--- src/rtl/dw_alu_pkg.sv ---
package dw_alu_pkg;
  typedef enum logic [2:0] {
    OP_OR   = 3'b000,
    OP_XOR  = 3'b001,
    OP_AND  = 3'b010,
    OP_BSUB = 3'b011,
    OP_DADD = 3'b100,
    OP_DSUB = 3'b101,
    OP_BADD = 3'b110,
    OP_MUL  = 3'b111
  } alu_op_e;

  localparam int unsigned NIB_W = 4;
endpackage

--- src/rtl/dw_alu_bcd_digit.sv ---
module dw_alu_bcd_digit (
  input  logic       sub_i,
  input  logic [3:0] a_i,
  input  logic [3:0] b_i,
  input  logic       cin_i,
  output logic [3:0] sum_o,
  output logic       cout_o
);
  logic [4:0] raw;
  logic       adj;

  always_comb begin
    if (sub_i) begin
      // cin_i = 1 means no borrow pending
      raw    = {1'b0, a_i} - {1'b0, b_i} - {4'b0000, ~cin_i};
      adj    = raw[4];
      sum_o  = adj ? (raw[3:0] - 4'd6) : raw[3:0];
      cout_o = ~adj;
    end else begin
      raw    = {1'b0, a_i} + {1'b0, b_i} + {4'b0000, cin_i};
      adj    = (raw > 5'd9);
      sum_o  = adj ? (raw[3:0] + 4'd6) : raw[3:0];
      cout_o = adj;
    end
  end
endmodule

--- src/rtl/dw_alu_slice.sv ---
module dw_alu_slice
  import dw_alu_pkg::*;
#(
  parameter int unsigned BYTE_W = 8
) (
  input  alu_op_e           op_i,
  input  logic [BYTE_W-1:0] a_i,
  input  logic [BYTE_W-1:0] b_i,
  input  logic              carry_i,
  output logic [BYTE_W-1:0] res_o,
  output logic              carry_o
);
  localparam int unsigned NUM_NIB = BYTE_W / NIB_W;

  logic [BYTE_W-1:0] b_bin;
  logic [BYTE_W:0]   bin_sum;
  logic [NUM_NIB:0]  dec_c;
  logic [BYTE_W-1:0] dec_res;
  logic              dec_sub;

  assign b_bin   = (op_i == OP_BSUB) ? ~b_i : b_i;
  assign bin_sum = {1'b0, a_i} + {1'b0, b_bin} + {{BYTE_W{1'b0}}, carry_i};
  assign dec_sub = (op_i == OP_DSUB);
  assign dec_c[0] = carry_i;

  for (genvar g = 0; g < NUM_NIB; g++) begin : g_digit
    dw_alu_bcd_digit u_digit (
      .sub_i  (dec_sub),
      .a_i    (a_i[g*NIB_W +: NIB_W]),
      .b_i    (b_i[g*NIB_W +: NIB_W]),
      .cin_i  (dec_c[g]),
      .sum_o  (dec_res[g*NIB_W +: NIB_W]),
      .cout_o (dec_c[g+1])
    );
  end

  always_comb begin
    res_o   = '0;
    carry_o = carry_i;
    unique case (op_i)
      OP_OR:           res_o = a_i | b_i;
      OP_XOR:          res_o = a_i ^ b_i;
      OP_AND:          res_o = a_i & b_i;
      OP_BADD, OP_BSUB: begin
        res_o   = bin_sum[BYTE_W-1:0];
        carry_o = bin_sum[BYTE_W];
      end
      OP_DADD, OP_DSUB: begin
        res_o   = dec_res;
        carry_o = dec_c[NUM_NIB];
      end
      default: ;  // multiply handled outside the slice
    endcase
  end
endmodule

--- src/rtl/dw_alu_nib_mul.sv ---
module dw_alu_nib_mul
  import dw_alu_pkg::*;
#(
  parameter int unsigned BYTE_W = 8
) (
  input  logic [BYTE_W-1:0]  a_i,
  input  logic [BYTE_W-1:0]  b_i,
  input  logic               hi_a_i,
  input  logic               hi_b_i,
  output logic [2*NIB_W-1:0] prod_o
);
  logic [NIB_W-1:0] na;
  logic [NIB_W-1:0] nb;

  assign na     = hi_a_i ? a_i[2*NIB_W-1:NIB_W] : a_i[NIB_W-1:0];
  assign nb     = hi_b_i ? b_i[2*NIB_W-1:NIB_W] : b_i[NIB_W-1:0];
  assign prod_o = {{NIB_W{1'b0}}, na} * {{NIB_W{1'b0}}, nb};
endmodule

--- src/rtl/dw_alu_cmp.sv ---
module dw_alu_cmp #(
  parameter int unsigned BYTE_W = 8
) (
  input  logic [2*BYTE_W-1:0] a_i,
  input  logic [2*BYTE_W-1:0] b_i,
  input  logic                wide_i,
  output logic                lt_o,
  output logic                le_o
);
  logic [2*BYTE_W-1:0] a_eff;
  logic [2*BYTE_W-1:0] b_eff;

  assign a_eff = wide_i ? a_i : {{BYTE_W{1'b0}}, a_i[BYTE_W-1:0]};
  assign b_eff = wide_i ? b_i : {{BYTE_W{1'b0}}, b_i[BYTE_W-1:0]};
  assign lt_o  = (a_eff < b_eff);
  assign le_o  = ~(b_eff < a_eff);
endmodule

--- src/rtl/dw_alu.sv ---
module dw_alu
  import dw_alu_pkg::*;
#(
  parameter int unsigned BYTE_W = 8
) (
  input  logic                clk_i,
  input  logic                rst_ni,
  input  logic                valid_i,
  input  logic [2:0]          op_i,
  input  logic                ext_i,
  input  logic [1:0]          carry_ctl_i,
  input  logic                carry_i,
  input  logic [2*BYTE_W-1:0] a_i,
  input  logic [2*BYTE_W-1:0] b_i,
  input  logic                a_dummy_i,
  input  logic                b_dummy_i,
  input  logic                mul_hi_a_i,
  input  logic                mul_hi_b_i,
  output logic                valid_o,
  output logic [2*BYTE_W-1:0] result_o,
  output logic                carry_o,
  output logic                lt_o,
  output logic                le_o
);
  localparam int unsigned NUM_BYTES = 2;
  localparam int unsigned DATA_W    = NUM_BYTES * BYTE_W;

  alu_op_e                               op;
  logic [DATA_W-1:0]                     a_op;
  logic [DATA_W-1:0]                     b_op;
  logic                                  carry_eff;
  logic [NUM_BYTES:0]                    chain;
  logic [NUM_BYTES-1:0][BYTE_W-1:0]      s_res;
  logic [2*NIB_W-1:0]                    prod;
  logic [DATA_W-1:0]                     res_d;
  logic                                  carry_d;
  logic                                  lt_d;
  logic                                  le_d;

  assign op        = alu_op_e'(op_i);
  assign a_op      = a_dummy_i ? '0 : a_i;
  assign b_op      = b_dummy_i ? '0 : b_i;
  // preset applies once, before the lowest byte only
  assign carry_eff = carry_ctl_i[1] ? carry_ctl_i[0] : carry_i;
  assign chain[0]  = carry_eff;

  for (genvar i = 0; i < NUM_BYTES; i++) begin : g_byte
    dw_alu_slice #(.BYTE_W(BYTE_W)) u_slice (
      .op_i    (op),
      .a_i     (a_op[i*BYTE_W +: BYTE_W]),
      .b_i     (b_op[i*BYTE_W +: BYTE_W]),
      .carry_i (chain[i]),
      .res_o   (s_res[i]),
      .carry_o (chain[i+1])
    );
  end

  dw_alu_nib_mul #(.BYTE_W(BYTE_W)) u_mul (
    .a_i    (a_op[BYTE_W-1:0]),
    .b_i    (b_op[BYTE_W-1:0]),
    .hi_a_i (mul_hi_a_i),
    .hi_b_i (mul_hi_b_i),
    .prod_o (prod)
  );

  dw_alu_cmp #(.BYTE_W(BYTE_W)) u_cmp (
    .a_i    (a_op),
    .b_i    (b_op),
    .wide_i (ext_i),
    .lt_o   (lt_d),
    .le_o   (le_d)
  );

  always_comb begin
    if (op == OP_MUL) begin
      res_d   = {{(DATA_W-2*NIB_W){1'b0}}, prod};
      carry_d = carry_eff;
    end else if (ext_i) begin
      res_d   = s_res;
      carry_d = chain[NUM_BYTES];
    end else begin
      res_d   = {{(DATA_W-BYTE_W){1'b0}}, s_res[0]};
      carry_d = chain[1];
    end
  end

  always_ff @(posedge clk_i or negedge rst_ni) begin
    if (!rst_ni) begin
      valid_o  <= 1'b0;
      result_o <= '0;
      carry_o  <= 1'b0;
      lt_o     <= 1'b0;
      le_o     <= 1'b0;
    end else begin
      valid_o <= valid_i;
      if (valid_i) begin
        result_o <= res_d;
        carry_o  <= carry_d;
        lt_o     <= lt_d;
        le_o     <= le_d;
      end
    end
  end
endmodule

--- config.mk ---
export PLATFORM = sky130hd
export DESIGN_NAME = dw_alu
export DESIGN_NICKNAME = d
export VERILOG_FILES = /design/src/rtl/dw_alu_pkg.sv /design/src/rtl/dw_alu_bcd_digit.sv /design/src/rtl/dw_alu_slice.sv /design/src/rtl/dw_alu_nib_mul.sv /design/src/rtl/dw_alu_cmp.sv /design/src/rtl/dw_alu.sv
export SDC_FILE = /design/constraint.sdc
export NUM_CORES = 1
export LEC_CHECK = 0
export BUFFER_PORTS_ARGS = -buffer_cell sky130_fd_sc_hd__buf_2
export CAP_MARGIN = 30
export CORE_MARGIN = 2
export CORE_UTILIZATION = 50
export DETAILED_ROUTE_END_ITERATION = 7
export GPL_TIMING_DRIVEN = 0
export HOLD_SLACK_MARGIN = 0.08
export PLACE_DENSITY = 0.7
export SLEW_MARGIN = 20
export SYNTH_ARGS = -nofsm -noshare
export SYNTH_HDL_FRONTEND = slang
export SYNTH_SLANG_ARGS = --single-unit
--- constraint.sdc ---
create_clock -name clk_i -period 1.2 [get_ports clk_i]
set_input_delay 0.18 -clock clk_i [delete_from_list [all_inputs] [get_ports clk_i]]
set_output_delay 0.18 -clock clk_i [all_outputs]
set_load 0.05 [all_outputs]
Yosys cells after proc, flatten, opt, wreduce, memory -nomap -nowiden
Cells that the tools add are included.
Widths: inputs -> output; s select.
Word-level totals
  register bits after elaboration: 20
  logic and storage cells: 100
  bits of input ports: 46
  output and inout port bits: 20
Operators by class
  add/sub/neg operators: 28
  $lt $le $gt $ge: 6
  eq/ne operators: 7
  reductions and logical operators: 3
  muxes and demuxes: 33
  $mul: 1
  bitwise operators: 17
Operator list (number)
  $mux 16: 6
  $pmux 8 s5: 2
  $mux 4: 14
  $lt 16x16->1: 2
  $add 4x4->5: 4
  $add 5x1->5: 4
  $gt 5x4->1 const B: 4
  $sub 4x4->5: 4
  $sub 5x1->5: 4
  $add 8x8->9: 2
  $add 9x1->9: 2
  $add 4x3->4 const B: 4
  $and 8x8->8: 2
  $mux 8: 2
  $not 8->8: 2
  $or 8x8->8: 2
  $sub 4x3->4 const B: 4
  $xor 8x8->8: 2
  $eq 3x3->1 const B: 4
  $not 1->1: 9
  $mul 4x4->8: 1
  $mux 1: 7
  $eq 3x2->1 const B: 2
  $pmux 1 s2: 2
  3 further kinds: 4

Depth between registers and ports, before layout
Gate-level depths: netlist (run 1).
  depth in word-level cells: 22
  gate-level depth with buffers: 37
  mapped depth without buffers: 36

Modules after synthesis
From an unflattened synthesis (run 1), not the netlist that was laid out.
Second synthesis, totals
  cell total of the unflattened synthesis: 814
  area total of the unflattened synthesis: 6516.2 um^2
Modules (own cells, without submodules)
  dw_alu_bcd_digit: area an instance 606.8 um^2, cells each 75, sequential area each 0.0 um^2, instances 4
  dw_alu: area an instance 1044.8 um^2, cells each 100, sequential area each 500.5 um^2, instances 1
  dw_alu_slice (g_byte[1].u_slice): area an instance 1038.5 um^2, cells each 144, sequential area each 0.0 um^2, instances 1
  dw_alu_slice (g_byte[0].u_slice): area an instance 1024.7 um^2, cells each 145, sequential area each 0.0 um^2, instances 1
  dw_alu_nib_mul: area an instance 511.7 um^2, cells each 61, sequential area each 0.0 um^2, instances 1
  dw_alu_cmp: area an instance 469.2 um^2, cells each 64, sequential area each 0.0 um^2, instances 1

Worst setup path after synthesis (run 1)
No wires, ideal clock.
  path kind: input to register
  start point: input port carry_ctl_i[1]
  end point: register result_o[15]
  data arrival time: 7778 ps
  path buffers: 0
  required time: 1069 ps
  path slack: -6709 ps
  stages: 34
  setup time: 131 ps
  cell sequence: mux2i_1 inv_1 ha_1 or2_2 fa_1 xor2_1 nor2_1 o211ai_1 o21ai_0 fa_1 fa_1 nand2b_1 a211o_1 nand2_1 o211a_1 o22ai_1 o21ba_2 fa_1 inv_1 fa_1 inv_1 nand2_1 a311o_1 mux2i_1 fa_1 inv_1 fa_1 xnor2_1 ha_1 a22o_1 a2111oi_0 nor3b_1 a211oi_1 o21ai_0
Between the ends
  word-level cells in the longest chain between the ends: 22
  elaborated cells on any way between the ends: 34
  those cells by class: add/sub (12); order compare (4); mux (11); bitwise (7)
RTL lines
  start, declared: RTL line dw_alu.sv:11  | input logic [1:0] carry_ctl_i,
  $mux 1 *: RTL line dw_alu.sv:44  | assign carry_eff = carry_ctl_i[1] ? carry_ctl_i[0] : carry_i;
  parallel branches: the longest is 8 deep, another holds $add 5x1->5
  $pmux 1 s2 *: RTL line dw_alu_slice.sv:40  | unique case (op_i)
  parallel branches: the longest is 9 deep, another holds $add 5x1->5
  $pmux 8 s5 *: RTL line dw_alu_slice.sv:40
  $mux 16 *: RTL line dw_alu.sv:78  | end else if (ext_i) begin
  $mux 16 *: RTL line dw_alu.sv:75  | if (op == OP_MUL) begin
  end signal, assigned: RTL line dw_alu.sv:97  | result_o <= res_d;
  end, declared: RTL line dw_alu.sv:20  | output logic [2*BYTE_W-1:0] result_o,
Mark *: on every way between the ends.
A chain may end at the register's enable or synchronous reset.

Worst setup path after layout (run 1)
  start point: input port a_dummy_i
  end point: register result_o[15]
Between the ends
  word-level cells in the longest chain between the ends: 22
  elaborated cells on any way between the ends: 46
  those cells by class: add/sub (22); order compare (4); mux (11); bitwise (9)
RTL lines
  start, declared: RTL line dw_alu.sv:15  | input logic a_dummy_i,
  $mux 16 *: RTL line dw_alu.sv:41  | assign a_op = a_dummy_i ? '0 : a_i;
  parallel branches: the longest is 18 deep, another holds $add 4x4->5
  $pmux 8 s5 *: RTL line dw_alu_slice.sv:40
  $mux 16 *: RTL line dw_alu.sv:78
  $mux 16 *: RTL line dw_alu.sv:75
Marked as above.

==> results of run 1 <==
[worst max-delay path, delay by kind of cell]
kind	cells	cell delay [ps]
mux	1	220
simple gates	7	790
buf+inv	5	380
fa+ha+maj	10	3400
xor+xnor	1	190
compound gates	11	2360
[registers in the layout, summed over array words and instances, names as in the netlist]
signal    flops
valid_o       1
le_o          1
result_o     16
carry_o       1
lt_o          1
[repair_timing]
| action | CTS | global route |
|---|---|---|
| buffers inserted | 51 | 26 |
| setup endpoints to repair | 19 | 19 |
| cloned | 0 | 0 |
| hold buffers | 2 | 0 |
| hold endpoints to repair | 21 | 0 |
| gates resized for setup | 77 | 68 |
| pin swaps | 56 | 29 |
[final cells by class]
cell class | instances | area share
inverter | 88 | 0.0417
timing repair buffer | 130 | 0.116
clock buffer | 4 | 0.0111
sequential | 20 | 0.0627
multi-input combinational | 606 | 0.709
buffer | 31 | 0.0362
tap | 143 | 0.0224
[kinds of logic after synthesis]
| group | synth area share |
|---|---|
| buffers and inverters | 0.0796 |
| AO/OA/AOI/OAI | 0.236 |
| multiplexers | 0.0447 |
| flip-flops | 0.0860 |
| adder cells (fa/ha/maj) | 0.289 |
| AND/OR/NAND/NOR | 0.180 |
| XOR/XNOR | 0.0845 |
[layer usage]
layer	vias up	wire length, um
li1	2865	-
met1	2937	8000
met2	272	10100
met3	62	1390
met4	0	876
met5	-	0
[worst max path at each step]
| stage | startpoint | endpoint | slack [ps] | depth (start not counted) |
|---|---|---|---|---|
| 6_report | a_dummy_i | result_o[15] | -6210 | 35 |
| 5_1_grt | b_dummy_i | result_o[13] | -6480 | 35 |
| 4_1_cts | b_dummy_i | result_o[13] | -6170 | 35 |
| 3_5_place_dp | b_dummy_i | result_o[13] | -7270 | 36 |
| 3_3_place_gp | b_dummy_i | result_o[13] | -7090 | 36 |
| 2_1_floorplan | b_dummy_i | result_o[13] | -6190 | 36 |
[per-stage QoR]
step / cell area (um^2) / setup slack, ps / power (W)
3_3_place_gp: 6760 / -7090 / 0.00462
4_1_cts: 7600 / -6170 / 0.00619
5_1_grt: 7990 / -6480 / 0.00696
3_5_place_dp: 6760 / -7270 / 0.00474
6_report: 7990 / -6210 / 0.00655
2_1_floorplan: 6280 / -6190 / 0.00382
[power groups by stage]
stage	Clock [W]	Combinational (W)	Sequential [W]
6_report	0.000803	0.00491	0.000839
3_5_place_dp	0	0.00389	0.000844
4_1_cts	0.000794	0.00456	0.000834
2_1_floorplan	0	0.00263	0.00119
3_3_place_gp	0	0.00377	0.000844
5_1_grt	0.000829	0.00528	0.000847
[cell usage after synthesis (all sizes together), types with 3 or more instances]
cell,count,share of area
o21bai,3,0.0039
nand2b,31,0.033
ha,95,0.20
o21ai,53,0.046
o221ai,4,0.0060
or3,9,0.0097
dfrtp,20,0.086
clkbuf,22,0.014
nor2,44,0.028
a22o,4,0.0060
a221oi,8,0.012
nor4,3,0.0032
a211oi,15,0.019
and2,14,0.015
buf,11,0.0086
o31ai,5,0.0082
inv,88,0.057
nor3,8,0.0069
nor2b,21,0.023
mux2,6,0.012
o2bb2ai,4,0.0060
or2,7,0.0075
and3,7,0.0075
xnor2,33,0.050
o21a,9,0.012
o211a,3,0.0052
o22ai,6,0.0065
o211ai,7,0.0099
a21o,10,0.013
nand2,44,0.028
a21oi,43,0.038
xor2,18,0.027
a22oi,10,0.013
nand3,7,0.0060
nand3b,3,0.0039
fa,24,0.083
a31oi,4,0.0043
mux2i,17,0.029
==> flow_results.org, run 1 <==
** Run status
- The flow ran to the end, but the final reports show violations.
- The final reports fail on negative setup slack.

** Clock tree
- CTS built an H-tree with a depth of 1.
- TritonCTS built the clock tree.
- CTS placed an instance of sky130_fd_sc_hd__clkbuf_16 at the clock tree root.
- For this design, the sink count on the clock tree is 20.
- After clock tree synthesis, the clock-pin slew on the worst setup and hold paths is 60 ps.
- Clk buf depth :: 2
- Clk Latency, worst-skew pair :: 260 ps
- Num CTS Buffers :: 3

** Cells and area
- The library cell used most frequently in the layout, excluding fill and tap cells, is sky130_fd_sc_hd__ha_1.
- Synthesis-to-layout area growth :: 37.2%
- 0 antenna diodes ended up in the layout.
- After filler insertion, the fill cell instance count of the layout stands at approximately 900.
- Area of the multi-input gates :: around 0.0057 mm^2
- The top cell types in the final layout, fill and taps aside, are 86 x sky130_fd_sc_hd__ha_1, 67 x sky130_fd_sc_hd__inv_1, 61 x sky130_fd_sc_hd__buf_2.
- At the end of the flow the core is filled with cells to 0.702.
- Share of layout cells above drive strength 1 :: 0.349
- Registers take approximately 500 um^2.
- At the end of the flow, the number of nets in the layout was roughly 1000.
- Final instance count without filler cells :: 1022

** Power and ir drop
- In this run the power spent charging and discharging nets is 0.00306 W.
- The internal portion of the total power is 0.00349 W.
- Of the total power, combinational logic draws 0.749.
- IR Drop Worst-Case VDD :: 610 uV
- Sequential share of power :: 0.128
- Total power divided by cell area :: a little over 800 mW/mm^2
- Total leakage power :: 3.87 nW
- Of the total power, the clock network draws 0.123.
- Of the total power, the share spent switching nets is 0.467.

** Timing
- Final number of max-transition violations :: 0
- After routing, the total negative slack on setup checks comes to -64770 ps.
- RSZ-0062 raised after global routing :: true
- Crit path setup slack, layout :: -6210 ps
- For the pin with the worst max-slew slack, the measured transition is 1160 ps.
- The clock arrives with 0 ps of skew.
- Maximum frequency from static timing analysis :: about 0.14 GHz
- Measured against its own limit, the worst slew margin works out to 0.221.
- WHS :: between 200 and 300 ps
- Number of hold violations in the final report :: 0
- For the finished layout, the period the worst path requires is 7410 ps.
- Number of failing setup endpoints in the final timing report :: 19
- Of the available clock period, the critical path in the final layout requires 6.17.

** Logic synthesis
- Count of unique library cells instantiated by Yosys :: 65
- The number of nets handed over by synthesis was 912.
- In the synthesized netlist the dominant register cell turns out to be sky130_fd_sc_hd__dfrtp_1.
- Sequential element share of the synthesized area :: 0.0860
- After synthesis, the mean cell area works out to ~7.8 um^2.
- Mapped Area :: 0.00582 mm^2
- Post-Synthesis Cells :: 747
- Counting flops and latches in the post-synthesis netlist gives 20.
- In the synthesized netlist the async set-or-reset flop fraction comes to 1.00.
- For this run, the number of Yosys warnings is 0.
- Number of enable flip-flop cells after synthesis :: 0

** Floorplanning
- Die area :: 0.0125 mm^2
- Width of the die :: 112 um
- For this configuration, the core starts out at a cell density of 0.512.
- 66 I/O pins were placed.
- Std-Cell Core Area :: roughly 0.011 mm^2
- In this run the core area contains 39 standard-cell rows.
- From bottom edge to top edge, the die measures about 110 um.

** Routing
- After detailed routing, the number of vias per cell comes to 6.00.
- The first TritonRoute pass finished after 5 iterations.
- In the final routed layout, each cell accounts on average for ~20 um.
- Initial DRC Count :: between 400 and 500
- In the routed design, unresolved DRC markers number 0.
- Once detail routing completed, the nets flagged for antenna violations numbered 0.
- Final wirelength :: a little over 20000 um
- The routed layout has 6136 vias.

** Worst hold path
- The startpoint identified for the worst hold timing path is op_i[2].
- Hold Path Stages :: 3
- The worst hold path terminates at result_o[1].
- The worst hold path belongs to the class primary input to flip-flop.

** Global route
- The number of antenna violations at the first check in global routing was 0.
- Wire length of the first global-routing pass :: 32200 um
- In the global route stage, met1 resource usage came out at 0.404.
- After global routing, the most crowded layer is met2.
- Met3 global-route usage :: 0.0250
- Pin count of the biggest net entering global routing :: 21
- GRT overflow :: 0
- The via count of the first global-routing pass is 6333.
- Across every metal layer, demand over resource in global routing totals 0.321.
- Met2 demand-to-capacity share in global routing :: 0.566

** Place
- In this run the tool buffered the top-level ports with 60 buffer cells.
- Routability-driven placement congestion ratio :: approximately 1
- Detailed placement HPWL :: roughly 15000 um
- Placed cells :: 950

** Worst setup path
- Among the stages of the critical path, the cell type that occurs most often is sky130_fd_sc_hd__fa_2.
- Reg2reg start :: result_o[14]
- Startpoint type of the worst setup path :: primary input
- Along the worst path, the maximum fanout reaches 9.
- Data arrival time of the critical path :: 7540 ps
- Worst Reg-to-Reg Cells :: 4
- STA classifies the critical path endpoint as a flip-flop.
- Worst path required time :: 1330 ps
- The worst setup path is of the primary input to flip-flop kind.
- Worst reg2reg endpoint :: result_o[14]
- Reg2Reg Setup Slack :: 120 ps
- Slowest CP cell :: sky130_fd_sc_hd__fa_2
- In this design, the stage delay of the slowest critical-path cell is ~580 ps.

** Flow run
- Maxcap violations :: 0
Power figures use the tool's default switching activity.
==> inputs of run 2 (changes only) <==
--- a/config.mk
+++ b/config.mk
@@ -7,12 +7,15 @@
 export LEC_CHECK = 0
 export BUFFER_PORTS_ARGS = -buffer_cell sky130_fd_sc_hd__buf_2
 export CAP_MARGIN = 30
+export CELL_PAD_IN_SITES_DETAIL_PLACEMENT = 1
+export CELL_PAD_IN_SITES_GLOBAL_PLACEMENT = 2
 export CORE_MARGIN = 2
-export CORE_UTILIZATION = 50
+export CORE_UTILIZATION = 36
 export DETAILED_ROUTE_END_ITERATION = 7
 export GPL_TIMING_DRIVEN = 0
 export HOLD_SLACK_MARGIN = 0.08
-export PLACE_DENSITY = 0.7
+export MAX_ROUTING_LAYER = met4
+export PLACE_DENSITY_LB_ADDON = 0.1
 export SLEW_MARGIN = 20
 export SYNTH_ARGS = -nofsm -noshare
 export SYNTH_HDL_FRONTEND = slang
==> run 2 against run 1 <==
The run still ends with negative setup slack left. Worst hold slack better by 46 ps. Cell area increased by 4.5%. Count of clock-buffer cells in the layout is 1 lower. Clock power fell by 9.2%. Die area grew 37%. Critical path depth grew 22. Sequential power barely moved. Cell count increased by 11%. Total power rose by 10%. Largest cell class unchanged.
==> flow_results.org, run 2 (synthesis gave the netlist of run 1 again) <==
** Routing
- The DRC violation total after the first TritonRoute iteration was 261 (-44%).
- Via-to-Cell Ratio :: 5.59 (-6.9%)
- Routed wire per std cell :: 22.6 um (+14%)
- The routed wire length is 25700 um (+26%).
- Remaining antenna violation count :: 0 (unchanged)
- The first-pass iteration count of the detailed router is 4 (-1).
- The remaining routing DRC violations was 0 (unchanged).
- Overall via count from detail_route :: 6347 (+3.4%)

** Floorplanning
- Std-Cell Core Area :: 0.0158 mm^2 (+39%)
- The number of I/O pins was 66 (unchanged).
- Die area :: 0.0172 mm^2 (+37%)
- The chip width was 131 um (+17%).
- The starting density of the core was 0.368 (-0.144).
- The number of placement rows was 46 (+18%).
- Die span in y :: 131 um (+17%)

** Global route
- Wire length of the first global-routing pass :: 39800 um (+23%)
- Vias in the first global route :: 7040 (+11%)
- The number of antenna violations at the first check in global routing is 0 (unchanged).
- GRT overflow :: 0 (unchanged)
- Pin count of the biggest net entering global routing :: 21 (unchanged)
- GRT Util Overall :: 0.304 (-0.0174)

** Clock tree
- The clock latency at the later pin of the worst-skew pair is 270 ps (about the same).
- The number of levels the H-tree was split into came to 1 (unchanged).
- The CTS clock-pin slew for the worst setup and hold paths is 60 ps (about the same).
- Num CTS Buffers :: 3 (unchanged)
- TritonCTS built the clock tree.
- Clk buf depth :: 2 (unchanged)
- The clock net sink count came to 20 (unchanged).
- Clock tree synthesis selected as its root buffer the cell sky130_fd_sc_hd__clkbuf_16.

** Timing
- Setup repair after global routing could not meet its margin everywhere.
- The max-slew violation total from the final report came to 0 (unchanged).
- The final-report setup violation count is 19 (unchanged).
- The final clock skew was 0 ps (unchanged).
- The actual slew at the worst max-slew pin was 1090 ps (-74.9 ps).
- The minimum setup slack in the final design came to -6660 ps (-456 ps).
- Number of hold violations in the final report :: 0 (unchanged)
- The highest clock frequency the design can meet came to 0.127 GHz (-5.8%).
- Shortest period the worst path allows :: 7860 ps (+456 ps)
- The relative max-transition margin came to 0.272 (+0.0501).
- The part of the cycle the worst path needs came to 6.55 (+0.380).

** Worst hold path
- Startpoint of the lowest-slack hold path :: op_i[1]
- The path class of the tightest hold or removal check is primary input to flip-flop.

** Power and ir drop
- The power density over the cells was 866 mW/mm^2 (+5.6%).
- The leakage component of the power is 4.06 nW (+4.7%).
- IR Drop Worst-Case VDD :: 371 uV (-39%)

** Worst setup path
- Slowest CP cell :: sky130_fd_sc_hd__fa_2
- Crit path from :: a_dummy_i
- Critical setup path kind :: primary input to flip-flop
- The largest driver fanout on the critical path came to 6 (-3).
- Startpoint type of the worst setup path :: primary input
- In this design, the critical path's most frequently occurring cell is sky130_fd_sc_hd__buf_4.
- Worst stage delay on the critical path :: 400 ps (-180 ps)
- The worst setup path is captured at a flip-flop.
- Worst path required time :: 1390 ps (+60 ps)
- Data arrival time of the critical path :: 8050 ps (+510 ps)
- In this run the critical register-to-register path is launched from result_o[14].

** Run status
- The run finished, with violations left.
- The checks that failed: negative setup slack.

** Place
- The count of buffers from port buffering was 60 (unchanged).
- The HPWL after detailed placement came to 17800 um (+20%).
- The worst-case setup slack after placement was -7460 ps (-190 ps).
- The final estimated routing congestion in global placement is 0.948 (-4.0%).
- Placed cells :: 1023 (+7.7%)

** Cells and area
- Commonest non-fill, non-tap cell in the layout :: sky130_fd_sc_hd__buf_4
- The net count of the finished layout came to 1086 (+3.9%).
- Ant. Diodes :: 0 (unchanged)
- Final instance count without filler cells :: 1135 (+11%)
- The layout filler cell count is 1900 (+110%).
- The flip-flop count of the largest register after layout was 16 (unchanged).
- Compared with the post-synthesis result, the final layout area differs by 43.4%.
- The library cells used most frequently in the layout, excluding fill and tap cells, are 94 x sky130_fd_sc_hd__buf_4, 86 x sky130_fd_sc_hd__ha_1, 67 x sky130_fd_sc_hd__inv_1.
- Register ranked first by flip-flop count :: result_o
- End-of-flow core utilization :: 0.527 (-0.175)
- Share of layout cells above drive strength 1 :: 0.379 (+0.0294)

** Flow run
- Maxcap violations :: 0 (unchanged)
-- run 2: what timing repair did --
action / 4_1_cts / 5_1_grt
endpoints found under the setup margin: 19 / 19
resized for setup: 92 / 37
hold endpoints to repair: 21 / 0
hold buffers: 2 / 0
buffers inserted: 96 / 14
pin swaps: 45 / 27
-- run 2: path summary, 6_finish.rpt --
| check | to | slack [ps] | depth (start not counted) |
|---|---|---|---|
| hold / removal | result_o[1] | 340 | 3 |
| max in group asynchronous | result_o[5] | 410 | 2 |
| setup reg to reg | result_o[14] | 30 | 4 |
| hold reg to reg | result_o[0] | 490 | 1 |
| min in group asynchronous | result_o[8] | 450 | 2 |
| setup / recovery | result_o[2] | -6660 | 57 |
-- run 2: cell type report --
cell class / instances / area (um^2) / area share
repair buffers: 170 / 1230 / 0.147
well taps: 216 / 270 / 0.0324
plain buffers: 32 / 285 / 0.0342
multi-input cells: 606 / 5650 / 0.677
flip-flops and latches: 20 / 500 / 0.0600
inverters: 88 / 333 / 0.0399
clock buffers: 3 / 75.1 / 0.00900
-- run 2: power breakdown --
group	switching (W)	internal (W)
sequential	0.0000659	0.000774
clock	0.000287	0.000442
combinational	0.00306	0.00260
-- run 2: worst max-delay path, delay by kind of cell --
family | cells | cell delay (ps)
and+or+nand+nor | 3 | 480
buffers and inverters | 47 | 6010
adders and majority gates | 3 | 820
xor gates and xnor gates | 1 | 180
AOI/OAI and AO/OA | 3 | 360
-- run 2: per-stage QoR --
stage | cell area, um^2 | hold slack (ps) | TNS (ps) | total power [W]
after floorplan | 6280 | -116 | -62290 | 0.00382
after global placement | 6850 | 160 | -77450 | 0.00477
after detailed placement | 6850 | 177 | -79740 | 0.00491
after CTS | 8090 | 339 | -69380 | 0.00671
after global routing | 8350 | 356 | -76840 | 0.00765
final | 8350 | 344 | -73210 | 0.00723
-- run 2: routing by layer --
layer  vias up  GRT usage  wire, um
li1       2941          -         -
met1      3149      0.348     10700
met2       184      0.542     12900
met3        73     0.0174       888
met4         0      0.147      1250
met5         -          -         0
